### config.mk
export PLATFORM = sky130hd
export DESIGN_NAME = rtc_alarm_repeat
export DESIGN_NICKNAME = d
export VERILOG_FILES = /design/src/rtl/alm_pkg.sv /design/src/rtl/alm_bcd_check.sv /design/src/rtl/alm_regfile.sv /design/src/rtl/alm_matcher.sv /design/src/rtl/rtc_alarm_repeat.sv
export SDC_FILE = /design/constraint.sdc
export NUM_CORES = 1
export LEC_CHECK = 0
export BUFFER_PORTS_ARGS = -buffer_cell sky130_fd_sc_hd__buf_2
export CAP_MARGIN = 15
export CELL_PAD_IN_SITES_DETAIL_PLACEMENT = 0
export CELL_PAD_IN_SITES_GLOBAL_PLACEMENT = 2
export CORE_ASPECT_RATIO = 1.1
export CORE_MARGIN = 1
export CORE_UTILIZATION = 31
export DETAILED_ROUTE_END_ITERATION = 12
export PLACE_DENSITY_LB_ADDON = 0.1
export SLEW_MARGIN = 20
export SYNTH_ARGS = -nofsm -noshare
export SYNTH_HDL_FRONTEND = slang
export SYNTH_HIERARCHICAL = 1
export SYNTH_SLANG_ARGS = --single-unit
### constraint.sdc
create_clock -name clk -period 1.59 [get_ports clk]
set_input_delay 0.0795 -clock clk [delete_from_list [all_inputs] [get_ports clk]]
set_output_delay 0.0795 -clock clk [all_outputs]
set_load 0.005 [all_outputs]
### src/rtl/alm_pkg.sv
package alm_pkg;
    localparam int FIELD_W    = 8;
    localparam int NUM_FIELDS = 4;
    localparam int SEL_W      = $clog2(NUM_FIELDS);
    localparam int MASK_BIT   = FIELD_W - 1;

    typedef enum logic [SEL_W-1:0] {
        F_SEC  = 2'd0,
        F_MIN  = 2'd1,
        F_HOUR = 2'd2,
        F_DAY  = 2'd3
    } field_e;

    typedef enum logic [2:0] {
        RPT_MONTH  = 3'd0,
        RPT_DAY    = 3'd1,
        RPT_HOUR   = 3'd2,
        RPT_MINUTE = 3'd3,
        RPT_SECOND = 3'd4
    } rpt_e;

    // Index f holds field f (0 sec .. 3 day)
    typedef logic [NUM_FIELDS-1:0][FIELD_W-1:0] fields_t;

    // Compared value bits per field: sec/min use 6:0, hour/day use 5:0
    function automatic logic [FIELD_W-1:0] cmp_bits(input int f);
        return (f < 2) ? 8'h7F : 8'h3F;
    endfunction
endpackage

### src/rtl/alm_bcd_check.sv
module alm_bcd_check
    import alm_pkg::*;
(
    input  logic [SEL_W-1:0]   sel,
    input  logic [FIELD_W-1:0] data,
    output logic               legal
);
    logic [2:0] tens;
    logic [3:0] units;

    always_comb begin
        tens  = data[6:4];
        units = data[3:0];
        legal = 1'b0;
        unique case (field_e'(sel))
            F_SEC, F_MIN: legal = (tens <= 3'd5) && (units <= 4'd9);
            F_HOUR:       legal = (data[5:4] <= 2'd2) && (units <= 4'd9) &&
                                  !((data[5:4] == 2'd2) && (units > 4'd3));
            F_DAY:        legal = 1'b1;
            default:      legal = 1'b0;
        endcase
    end
endmodule

### src/rtl/alm_regfile.sv
module alm_regfile
    import alm_pkg::*;
(
    input  logic               clk,
    input  logic               rst_n,
    input  logic               wr_en,
    input  logic [SEL_W-1:0]   wr_sel,
    input  logic [FIELD_W-1:0] wr_data,
    input  logic               wr_legal,
    output fields_t            regs
);
    typedef struct packed {
        fields_t r;
    } state_t;

    state_t st_d, st_q;

    always_comb begin
        st_d = st_q;
        if (wr_en && wr_legal) begin
            st_d.r[wr_sel] = wr_data;
        end
    end

    always_ff @(posedge clk) begin
        if (!rst_n) st_q <= '0;
        else        st_q <= st_d;
    end

    assign regs = st_q.r;

    // stored seconds/minutes always legal BCD 0..59
    a_r3_sec_min_legal: assert property (@(posedge clk) disable iff (!rst_n)
        (st_q.r[F_SEC][6:4] <= 3'd5) && (st_q.r[F_SEC][3:0] <= 4'd9) &&
        (st_q.r[F_MIN][6:4] <= 3'd5) && (st_q.r[F_MIN][3:0] <= 4'd9));

    // stored hours always legal BCD 0..23
    a_r4_hour_legal: assert property (@(posedge clk) disable iff (!rst_n)
        (st_q.r[F_HOUR][3:0] <= 4'd9) &&
        ({st_q.r[F_HOUR][5:4], st_q.r[F_HOUR][3:0]} <= 6'h23));

    // rejected write leaves register unchanged
    a_r3_reject_keeps: assert property (@(posedge clk) disable iff (!rst_n)
        (wr_en && !wr_legal) |=> $stable(st_q.r));
endmodule

### src/rtl/alm_matcher.sv
module alm_matcher
    import alm_pkg::*;
(
    input  fields_t alarm,
    input  fields_t now,
    output rpt_e    mode,
    output logic    hit
);
    logic [NUM_FIELDS-1:0] eq;
    logic [NUM_FIELDS-1:0] msk;
    logic [NUM_FIELDS-1:0] care;

    for (genvar f = 0; f < NUM_FIELDS; f++) begin : g_cmp
        assign eq[f]  = ((alarm[f] ^ now[f]) & cmp_bits(f)) == '0;
        assign msk[f] = alarm[f][MASK_BIT];
    end

    always_comb begin
        care = '0;
        // Priority decode: {day,hour,min,sec} masks
        unique case ({msk[F_DAY], msk[F_HOUR], msk[F_MIN], msk[F_SEC]})
            4'b0000: begin mode = RPT_MONTH;  care = 4'b1111; end
            4'b1000: begin mode = RPT_DAY;    care = 4'b0111; end
            4'b1100: begin mode = RPT_HOUR;   care = 4'b0011; end
            4'b1110: begin mode = RPT_MINUTE; care = 4'b0001; end
            default: begin mode = RPT_SECOND; care = 4'b0000; end
        endcase
        hit = &(eq | ~care);
    end
endmodule

### src/rtl/rtc_alarm_repeat.sv
module rtc_alarm_repeat
    import alm_pkg::*;
(
    input  logic         clk,
    input  logic         rst_n,
    input  logic         wr_en,
    input  logic [1:0]   wr_sel,
    input  logic [7:0]   wr_data,
    input  logic         tick,
    input  logic [7:0]   now_sec,
    input  logic [7:0]   now_min,
    input  logic [7:0]   now_hour,
    input  logic [7:0]   now_day,
    output logic         irq
);
    logic    wr_legal;
    fields_t alarm;
    fields_t now;
    rpt_e    mode;
    logic    hit;

    typedef struct packed {
        logic tick_prev;
        logic irq;
    } state_t;

    state_t st_d, st_q;

    assign now = {now_day, now_hour, now_min, now_sec};

    alm_bcd_check u_check (
        .sel   (wr_sel),
        .data  (wr_data),
        .legal (wr_legal)
    );

    alm_regfile u_regs (
        .clk      (clk),
        .rst_n    (rst_n),
        .wr_en    (wr_en),
        .wr_sel   (wr_sel),
        .wr_data  (wr_data),
        .wr_legal (wr_legal),
        .regs     (alarm)
    );

    alm_matcher u_match (
        .alarm (alarm),
        .now   (now),
        .mode  (mode),
        .hit   (hit)
    );

    always_comb begin
        st_d           = st_q;
        st_d.tick_prev = tick;
        // hit uses registered alarm (pre-write value)
        st_d.irq       = tick && !st_q.tick_prev && hit;
    end

    always_ff @(posedge clk) begin
        if (!rst_n) st_q <= '0;
        else        st_q <= st_d;
    end

    assign irq = st_q.irq;

    // pulse is one clock wide
    a_r11_single_pulse: assert property (@(posedge clk) disable iff (!rst_n)
        irq |=> !irq);

    // pulse only follows a tick
    a_r11_needs_tick: assert property (@(posedge clk) disable iff (!rst_n)
        $rose(irq) |-> $past(tick));

    // every-second mode fires on each tick edge
    a_r10_every_tick: assert property (@(posedge clk) disable iff (!rst_n)
        (tick && !st_q.tick_prev && mode == RPT_SECOND) |=> irq);

    // irq low right after reset
    a_r1_reset_quiet: assert property (@(posedge clk)
        !rst_n |=> !irq);
endmodule

==> results of run 1 <==
-- worst max-delay path, cell delays in order (launching register included) --
cell,delay [ns]
dfxtp_1,0.32
xor2_1,0.15
nor4_2,0.38
o2111ai_2,0.19
a211oi_2,0.21
and4b_1,0.20
-- what timing repair did --
item / 4_1_cts / 5_1_grt
endpoints found under the setup margin: 0 / 1
gates resized for setup: 0 / 2
hold buffers: 0 / 0
hold endpoints to repair: 0 / 0
-- layout make-up --
| class | instances | area (µm²) |
|---|---|---|
| sequential | 32 | 641 |
| multi-input combinational | 118 | 881 |
| timing repair buffer | 46 | 258 |
| fill | 525 | 2810 |
| tap | 56 | 70.1 |
| clock buffer | 8 | 90.1 |
-- worst paths after layout --
kind / from / endpoint / slack, ns / depth (start not counted)
worst min-delay path: tick / st_q[1]$_SDFF_PN0_ / 0.03 / 2
worst min register to register: u_regs/regs[18]$_SDFFE_PN0P_ / u_regs/regs[18]$_SDFFE_PN0P_ / 0.47 / 2
worst max-delay path: u_regs/regs[16]$_SDFFE_PN0P_ / irq$_SDFF_PN0_ / 0.08 / 5
worst max register to register: u_regs/regs[16]$_SDFFE_PN0P_ / irq$_SDFF_PN0_ / 0.08 / 5
-- stage by stage --
stage	cells	utilization, %	power, mW
after floorplan	157	-	0.973
after global placement	252	38.7	1.07
after detailed placement	252	38.7	1.07
after CTS	260	40.6	1.71
after global routing	260	40.8	1.78
final	260	40.8	1.68
-- state kept, by name, indices dropped and copies added, names as in the netlist --
register and flops:
irq 1, st_q 1, u_regs/regs 30
-- power by group through the flow --
stage,Clock (mW),Sequential [mW],Combinational [mW]
floorplan,0,0.853,0.121
finish,0.623,0.838,0.217
CTS,0.651,0.838,0.217
global placement,0,0.855,0.214
global route,0.700,0.840,0.239
detailed placement,0,0.856,0.216
-- metal layers --
| layer | GRT usage [%] | vias to the layer above | share of wire, % |
|---|---|---|---|
| li1 | - | 633 | - |
| met1 | 19.0 | 567 | 48 |
| met2 | 22.8 | 27 | 46 |
| met3 | 4.23 | 4 | 4.6 |
| met4 | 5.40 | 0 | 1.0 |
| met5 | 0 | - | 0 |
==> results.md, run 1 <==
- Worst Tran Pin Value: 0.360 ns
- Status: complete, no violations
- Peak supply drop: 0.548 mV
- Post-layout min period: 1.51 ns
- CP Capture Type: register
- Post-route cell area: between 1500 and 2000 µm²
- Ys Warns: 6
- Area of the core: 4750 µm²
- Crit-path max FO: 2
- Remaining antenna violation count: 0
- Detail Placement HPWL: 2790 µm
- Htree depth: 2
- Row count: 26
- Die height: approximately 76 µm
- Pre-CTS setup slack: 0.0503 ns
- Port Buf Inserts: 40
- Post-Syn Instances: 157
- Comb pwr share: about an eighth
- Share of total power in the clock network: 37.1%
- Clock buffer depth: 2
- Initial DRC count: 43
- Final WL: roughly 3600 µm
- Sink Count: 32
- Slew Viols, Final: 0
- Synthesis-to-layout area growth: 24.3%
- Ant diodes: 0
- GRT Util Overall: 14.6%
- Largest net degree at the start of global routing: 24
- Skew final: 0.00181 ns
- Hold Crit Class: in -> reg
- Mapped Nets: 203
- First-pass GRT wire length: 5980 µm
- Critical path arrival: 1.73 ns
- Vias in the first global route: 1268
- Commonest non-fill, non-tap cell in the layout: buf_2
- Leak pwr: 0.950 nW
- Die X: slightly below 70 µm
- Clock latency on the worst-skew pair: 0.27 ns
- Fin. Hold Viols: 0
- Area of the mapped netlist: 1560 µm²
- Io pins: between 40 and 50
- Slew headroom: between 70% and 80%
- Congestion Overflow GR: 0
- Die area: 5320 µm²
- Via/cell ratio: 4.73
- Layout Nets: ~250
- Cell Pwr Density: 865 nW/µm²
- Peak Freq: 660 MHz
- Max cap viols: 0
- Total negative setup slack: 0 ns
- Ratio of final minimum period to clock period: a little over nine tenths
- Req. time, crit path: 1.81 ns
- Setup Fix Bufs, Post-CTS: 0
- Avg Inst Size Synth: 9.94 µm²
- Sw frac: 23.5%
- Net load switching power: 0.395 mW
- Clock buffer count from CTS: 5
- Crit start category: register
- Overall via count from detail_route: 1231
- Area after DPL: between 1500 and 2000 µm²
- Final hold slack: around 0.026 ns
- RePlAce Congestion: 0.721
- Antenna violations before repair: 0
- Final setup viols: 0
- Setup CP Type: reg -> reg
- CTS tree: yes
- CTS clk-pin slew, worst paths: 0.06 ns
- Layout cell share with drive strength beyond 1: 27.9%
- Part of the power in registers: about 50%
- Final Worst Setup Slack: between 0.07 and 0.08 ns
- Wire length per cell: around 14 µm
- Drt drc: 0
- DRT Pass-1 Iters: 4
- P_int: about 1.3 mW
- Initial core utilization: between 30% and 40%
- Most frequent cells in the layout: 40 x buf_2, 38 x nand2_1, 32 x dfxtp_1, 30 x mux2i_1
- Root buf cell: clkbuf_8
No activity file was read; power rests on OpenSTA's default activity.
==> run 2: changes to the inputs <==
Settings changed: PLACE_DENSITY set to 0.79, PLACE_DENSITY_LB_ADDON 0.1 to unset.
==> run 2 against run 1 <==
Against the previous run:
- final cell count is 0.77% lower
- total power rose by 13%
- routed wire length shrank 2.7%
- critical path type unchanged
- sequential share of layout area down 0.44 points
- maximum frequency up 1.8%
- worst setup slack better by 0.026 ns
==> results.md, run 2 (synthesis gave the netlist of run 1 again) <==
- Detail Placement HPWL: 2670 µm (-4.5%)
- Net load switching power: 0.423 mW (+7.2%)
- Clock buffer depth: 2 (unchanged)
- Critical path arrival: 1.71 ns (-0.02 ns)
- Sink Count: 32 (unchanged)
- Fin. Hold Viols: 0 (unchanged)
- Layout Nets: 247 (-0.80%)
- Final cell count without fillers: 258 (-0.77%)
- Slew headroom: 64.3% (-11 points)
- GRT Util Overall: 14.3% (-0.24 points)
- Slew Viols, Final: 0 (unchanged)
- Worst Tran Pin Value: 0.533 ns (+0.173 ns)
- Post-layout min period: 1.49 ns (-0.0264 ns)
- Setup slack, reg-to-reg: 0.10 ns (+0.03 ns)
- RePlAce Congestion: 0.734 (+1.7%)
- Antenna violations before repair: 0 (unchanged)
- Placed cell count: 250 (-0.79%)
- CTS tree: yes
- Ant diodes: 0 (unchanged)
- Utilization after layout: 41.4% (+0.55 points)
- Port Buf Inserts: 40 (unchanged)
- DRT Pass-1 Iters: 2 (-2)
- Die height: 76.4 µm (unchanged)
- Peak Freq: 672 MHz (+1.8%)
- Row count: 26 (unchanged)
- Io pins: 47 (unchanged)
- Pre-CTS setup slack: 0.0110 ns (-0.0393 ns)
- Status: complete, no violations
- Worst R2R End: irq$_SDFF_PN0_
- Synthesis-to-layout area growth: 26.0%
- Ratio of final minimum period to clock period: 93.6% (-1.7 points)
- Hold Path End: st_q[1]$_SDFF_PN0_
- HP Start: tick
- Comb pwr share: 11.2% (-1.7 points)
- Final setup viols: 0 (unchanged)
- Hold depth: 2 (unchanged)
- Setup CP Type: reg -> reg
- Initial core utilization: 32.9% (unchanged)
- Share of total power in the clock network: 44.8% (+7.7 points)
- Reg2Reg Depth: 5 (unchanged)
- First-pass GRT wire length: 5950 µm (-0.47%)
- Slowest stage cell, crit path: nor4_2
- Hold Crit Class: in -> reg
- Final Worst Setup Slack: 0.102 ns (+0.0264 ns)
- Crit start category: register
- Most frequent cells in the layout: 40 x buf_2, 38 x nand2_1, 32 x dfxtp_1, 30 x mux2i_1
- Skew final: 0.00397 ns (+0.00215 ns)
- Setup Fix Bufs, Post-CTS: 0 (unchanged)
- P_int: 1.48 mW (+15%)
- Overall via count from detail_route: 1214 (-1.4%)
- Area of the core: 4750 µm² (unchanged)
- Via/cell ratio: 4.71 (-0.62%)
- Wire length per cell: 13.7 µm (-1.9%)
- Total negative setup slack: 0 ns (unchanged)
- Initial DRC count: 36 (-16%)
- Reg-to-Reg Start: u_regs/regs[16]$_SDFFE_PN0P_
- Crit-path max cell delay: 0.33 ns (-0.05 ns)
- Req. time, crit path: 1.81 ns (about the same)
- Root buf cell: clkbuf_8
- Crit-path cells: xor2_1 -> nor4_2 -> o2111ai_2 -> a211oi_2 -> and4b_1
- CP Capture Type: register
- Clock buffer count from CTS: 5 (unchanged)
- CTS clk-pin slew, worst paths: 0.07 ns (about the same)
- Max cap viols: 0 (unchanged)
- Peak supply drop: 0.470 mV (-14%)
- Die X: 69.6 µm (unchanged)
- Largest net degree at the start of global routing: 23 (-4.2%)
- Part of the power in registers: 44.1% (-5.8 points)
- Cell Pwr Density: 968 nW/µm² (+12%)
- Commonest non-fill, non-tap cell in the layout: buf_2
- Clock latency on the worst-skew pair: 0.28 ns (about the same)
- Crit-path max FO: 2 (unchanged)
- Drt drc: 0 (unchanged)
- Vias in the first global route: 1271 (+0.24%)
- Die area: 5320 µm² (unchanged)
- Final WL: 3540 µm (-2.7%)
- Leak pwr: 0.958 nW (+0.83%)
- Max FFs per register: 30 (unchanged)
- Remaining antenna violation count: 0 (unchanged)
- Sw frac: 22.2% (-1.3 points)
- Layout cell share with drive strength beyond 1: 29.7% (+1.8 points)
- Htree depth: 2 (unchanged)
- Congestion Overflow GR: 0 (unchanged)
-- run 2: worst max path at each step --
stage	slack (ns)	end	depth (start not counted)	from
floorplan	0.30	irq$_SDFF_PN0_	5	u_regs/regs[23]$_SDFFE_PN0P_
global placement	0.09	u_regs/regs[20]$_SDFFE_PN0P_	5	wr_data[3]
CTS	0.02	irq$_SDFF_PN0_	5	u_regs/regs[21]$_SDFFE_PN0P_
finish	0.10	irq$_SDFF_PN0_	5	u_regs/regs[16]$_SDFFE_PN0P_
global route	-0.04	irq$_SDFF_PN0_	5	u_regs/regs[16]$_SDFFE_PN0P_
detailed placement	0.01	u_regs/regs[17]$_SDFFE_PN0P_	5	wr_data[3]
-- run 2: through the flow --
step / power, mW / instance area [µm²] / hold slack [ns]
after floorplan: 0.973 / 1560 / 0.201
after global placement: 1.06 / 1810 / 0.297
after detailed placement: 1.06 / 1810 / 0.310
after CTS: 1.92 / 1940 / 0.0175
after global routing: 1.99 / 1970 / 0.0161
final: 1.90 / 1970 / 0.0201
-- run 2: worst max-delay path, delay by kind of cell (launching register included) --
family,cells,cell delay [ns]
compound gates,2,0.42
flops,1,0.32
xor+xnor,1,0.15
simple gates,2,0.55
-- run 2: power groups by stage --
stage | Clock (mW) | Combinational, mW | Sequential, mW
after floorplan | 0 | 0.121 | 0.853
after global placement | 0 | 0.204 | 0.856
after detailed placement | 0 | 0.207 | 0.856
after CTS | 0.870 | 0.208 | 0.838
after global routing | 0.914 | 0.234 | 0.841
final | 0.851 | 0.212 | 0.838
-- run 2: repair_timing --
action,4_1_cts,5_1_grt
hold endpoints to repair,0,0
hold buffers,0,0
setup endpoints to repair,0,1
resized for setup,0,5
-- run 2: area by class of cell --
cell class                      instances  area (µm²)
Clock buffer                            7        96.3
Clock inverter                          1        30.0
Fill cell                             483        2780
Multi-Input combinational cell        118         898
Sequential cell                        32         641
Tap cell                               56        70.1
Timing Repair Buffer                   44         230
-- run 2: routing by layer --
metal / vias to the layer above / part of all wire (%) / global-route usage [%] / wire length (µm)
li1: 623 / - / - / -
met1: 566 / 44 / 16.8 / 1570
met2: 19 / 51 / 24.9 / 1800
met3: 6 / 3.7 / 4.63 / 131
met4: 0 / 1.0 / 4.20 / 36
met5: - / 0 / 0 / 0
==> run 3: changes to the inputs <==
Settings changed: CELL_PAD_IN_SITES_GLOBAL_PLACEMENT 2 to 1, CORE_MARGIN 1 to 2, CORE_UTILIZATION 31 to 39, PLACE_DENSITY 0.79 to 0.8.
==> run 3 against run 2 <==
Against the previous run:
- non-clock buffer count is the same
- sequential power barely moved
- sequential cell count stayed put
- count of clock-buffer cells in the layout is 1 lower
- sequential share of layout area is 0.90 points higher
- highest routed layer unchanged
- first-iteration DRC count grew 42%
- core utilization grew 7.6 points
- largest cell class unchanged
- die area shrank 15%
==> results.md, run 3 (synthesis gave the netlist of run 1 again) <==
- Status: complete, no violations
- Slew Viols, Final: 0 (unchanged)
- Clock latency on the worst-skew pair: 0.28 ns (about the same)
- Commonest non-fill, non-tap cell in the layout: buf_2
- Leak pwr: 0.947 nW (-1.2%)
- RePlAce Congestion: 0.773 (+5.4%)
- RSZ-0062 raised after global routing: false
- CP Capture Type: register
- Skew final: 0.00538 ns (+0.00141 ns)
- CTS tree: yes
- Reg2Reg Depth: 6 (+1)
- Sw frac: 23.2% (+0.92 points)
- Final WL: 3450 µm (-2.5%)
- Remaining antenna violation count: 0 (unchanged)
- Max FFs per register: 30 (unchanged)
- Hold Path End: st_q[1]$_SDFF_PN0_
- Drt drc: 0 (unchanged)
- Congestion Overflow GR: 0 (unchanged)
- CTS Hold Bufs: 0 (unchanged)
- Pre-CTS setup slack: 0.0497 ns (+0.0388 ns)
- Post-route cell area: 1910 µm² (-2.7%)
- Net load switching power: 0.419 mW (-0.93%)
- Die area: 4520 µm² (-15%)
- Synthesis-to-layout area growth: 22.6%
- Ratio of final minimum period to clock period: 91.2% (-2.4 points)
- Largest net degree at the start of global routing: 29 (+26%)
- DRT Pass-1 Iters: 4 (+2)
- Post-layout min period: 1.45 ns (-0.0383 ns)
- Total negative setup slack: 0 ns (unchanged)
- Reg-to-Reg Start: u_regs/regs[27]$_SDFFE_PN0P_
- Initial core utilization: 40.0% (+7.1 points)
- Port Buf Inserts: 40 (unchanged)
- Hold depth: 2 (unchanged)
- Final Worst Setup Slack: 0.140 ns (+0.0383 ns)
- Setup CP Type: reg -> reg
- Placed cell count: 246 (-1.6%)
- Vias in the first global route: 1265 (-0.47%)
- Share of total power in the clock network: 42.2% (-2.6 points)
- Layout cell share with drive strength beyond 1: 26.7% (-3.0 points)
- Part of the power in registers: 46.3% (+2.2 points)
- Ant diodes: 0 (unchanged)
- Clock buffer count from CTS: 5 (unchanged)
- Die X: 64.3 µm (-7.7%)
- Most frequent cells in the layout: 40 x buf_2, 38 x nand2_1, 32 x dfxtp_1, 30 x mux2i_1
- Worst R2R End: irq$_SDFF_PN0_
- Clock buffer depth: 2 (unchanged)
- Fin. Hold Viols: 0 (unchanged)
- Peak supply drop: 0.741 mV (+57%)
- GRT Util Overall: 16.6% (+2.2 points)
- Area of the core: 3900 µm² (-18%)
- Req. time, crit path: 1.82 ns (about the same)
- Crit-path max FO: 2 (unchanged)
- Crit start category: register
- Initial DRC count: 51 (+42%)
- Worst Tran Pin Value: 0.551 ns (+0.0178 ns)
- Sink Count: 32 (unchanged)
- Row count: 24 (-7.7%)
- Antenna violations before repair: 0 (unchanged)
- Final setup viols: 0 (unchanged)
- Htree depth: 2 (unchanged)
- Die height: 70.3 µm (-7.9%)
- Overall via count from detail_route: 1223 (+0.74%)
- First-pass GRT wire length: 5690 µm (-4.4%)
- Layout Nets: 247 (unchanged)
- Comb pwr share: 11.5% (+0.3 points)
- Cell Pwr Density: 946 nW/µm² (-2.3%)
- Max cap viols: 0 (unchanged)
- Io pins: 47 (unchanged)
- Setup Fix Bufs, Post-CTS: 0 (unchanged)
- P_int: 1.39 mW (-6.0%)
- Detail Placement HPWL: 2600 µm (-2.7%)
- Slew headroom: 63.1% (-1.2 points)
- Wire length per cell: 13.6 µm (-1.0%)
- Final cell count without fillers: 254 (-1.6%)
- HP Start: tick
- Hold Crit Class: in -> reg
- Setup slack, reg-to-reg: 0.14 ns (+0.04 ns)
- Via/cell ratio: 4.81 (+2.3%)
- Peak Freq: 690 MHz (+2.6%)
- Area after DPL: 1810 µm² (-0.28%)
- Critical path arrival: 1.68 ns (-0.03 ns)
- Root buf cell: clkbuf_8
- CTS clk-pin slew, worst paths: 0.07 ns (about the same)
- Cts repair resizes: 0 (unchanged)
[run 3: final cells by class]
cell class                 count  area [µm²]
clock buffer                   6        72.6
timing repair buffer          44         230
clock inverter                 2        35.0
tap                           52        65.1
sequential                    32         641
multi-input combinational    118         870
fill                         391        1990
[run 3: critical path: stages, from the launching register on]
cell	delay, ns
dfxtp_1	0.35
xnor2_1	0.13
nand4_1	0.11
nor3_1	0.18
o2111ai_1	0.17
a211oi_1	0.24
and4b_1	0.21
[run 3: metrics by stage]
stage | total power [mW] | hold slack (ns) | util [%]
after global placement | 1.06 | 0.298 | 46.3
after global routing | 1.87 | 0.0313 | 49.0
after floorplan | 0.973 | 0.201 | -
final | 1.81 | 0.0101 | 49.0
after detailed placement | 1.06 | 0.298 | 46.3
after CTS | 1.82 | 0.00527 | 49.0
[run 3: power groups by stage]
| stage | Combinational (mW) | Clock, mW | Sequential (mW) |
|---|---|---|---|
| floorplan | 0.121 | 0 | 0.853 |
| global placement | 0.201 | 0 | 0.855 |
| detailed placement | 0.207 | 0 | 0.856 |
| CTS | 0.208 | 0.776 | 0.838 |
| global route | 0.228 | 0.802 | 0.840 |
| finish | 0.207 | 0.764 | 0.838 |
[run 3: how the worst max path moves through the flow]
stage	from	to	slack [ns]	cells after the start
global placement	wr_data[3]	u_regs/regs[20]$_SDFFE_PN0P_	0.09	5
CTS	u_regs/regs[27]$_SDFFE_PN0P_	irq$_SDFF_PN0_	0.11	6
detailed placement	wr_data[3]	u_regs/regs[20]$_SDFFE_PN0P_	0.05	5
floorplan	u_regs/regs[23]$_SDFFE_PN0P_	irq$_SDFF_PN0_	0.30	5
finish	u_regs/regs[27]$_SDFFE_PN0P_	irq$_SDFF_PN0_	0.14	6
global route	u_regs/regs[5]$_SDFFE_PN0P_	irq$_SDFF_PN0_	0.01	5
[run 3: layer usage]
metal / share of wire [%] / wire (µm) / vias to the layer above / global-route usage (%)
met5: 0 / 0 / - / 0
met2: 51 / 1770 / 21 / 29.4
met4: 1.2 / 40 / 0 / 6.38
met1: 44 / 1510 / 570 / 18.9
li1: - / - / 628 / -
met3: 3.8 / 131 / 4 / 4.03
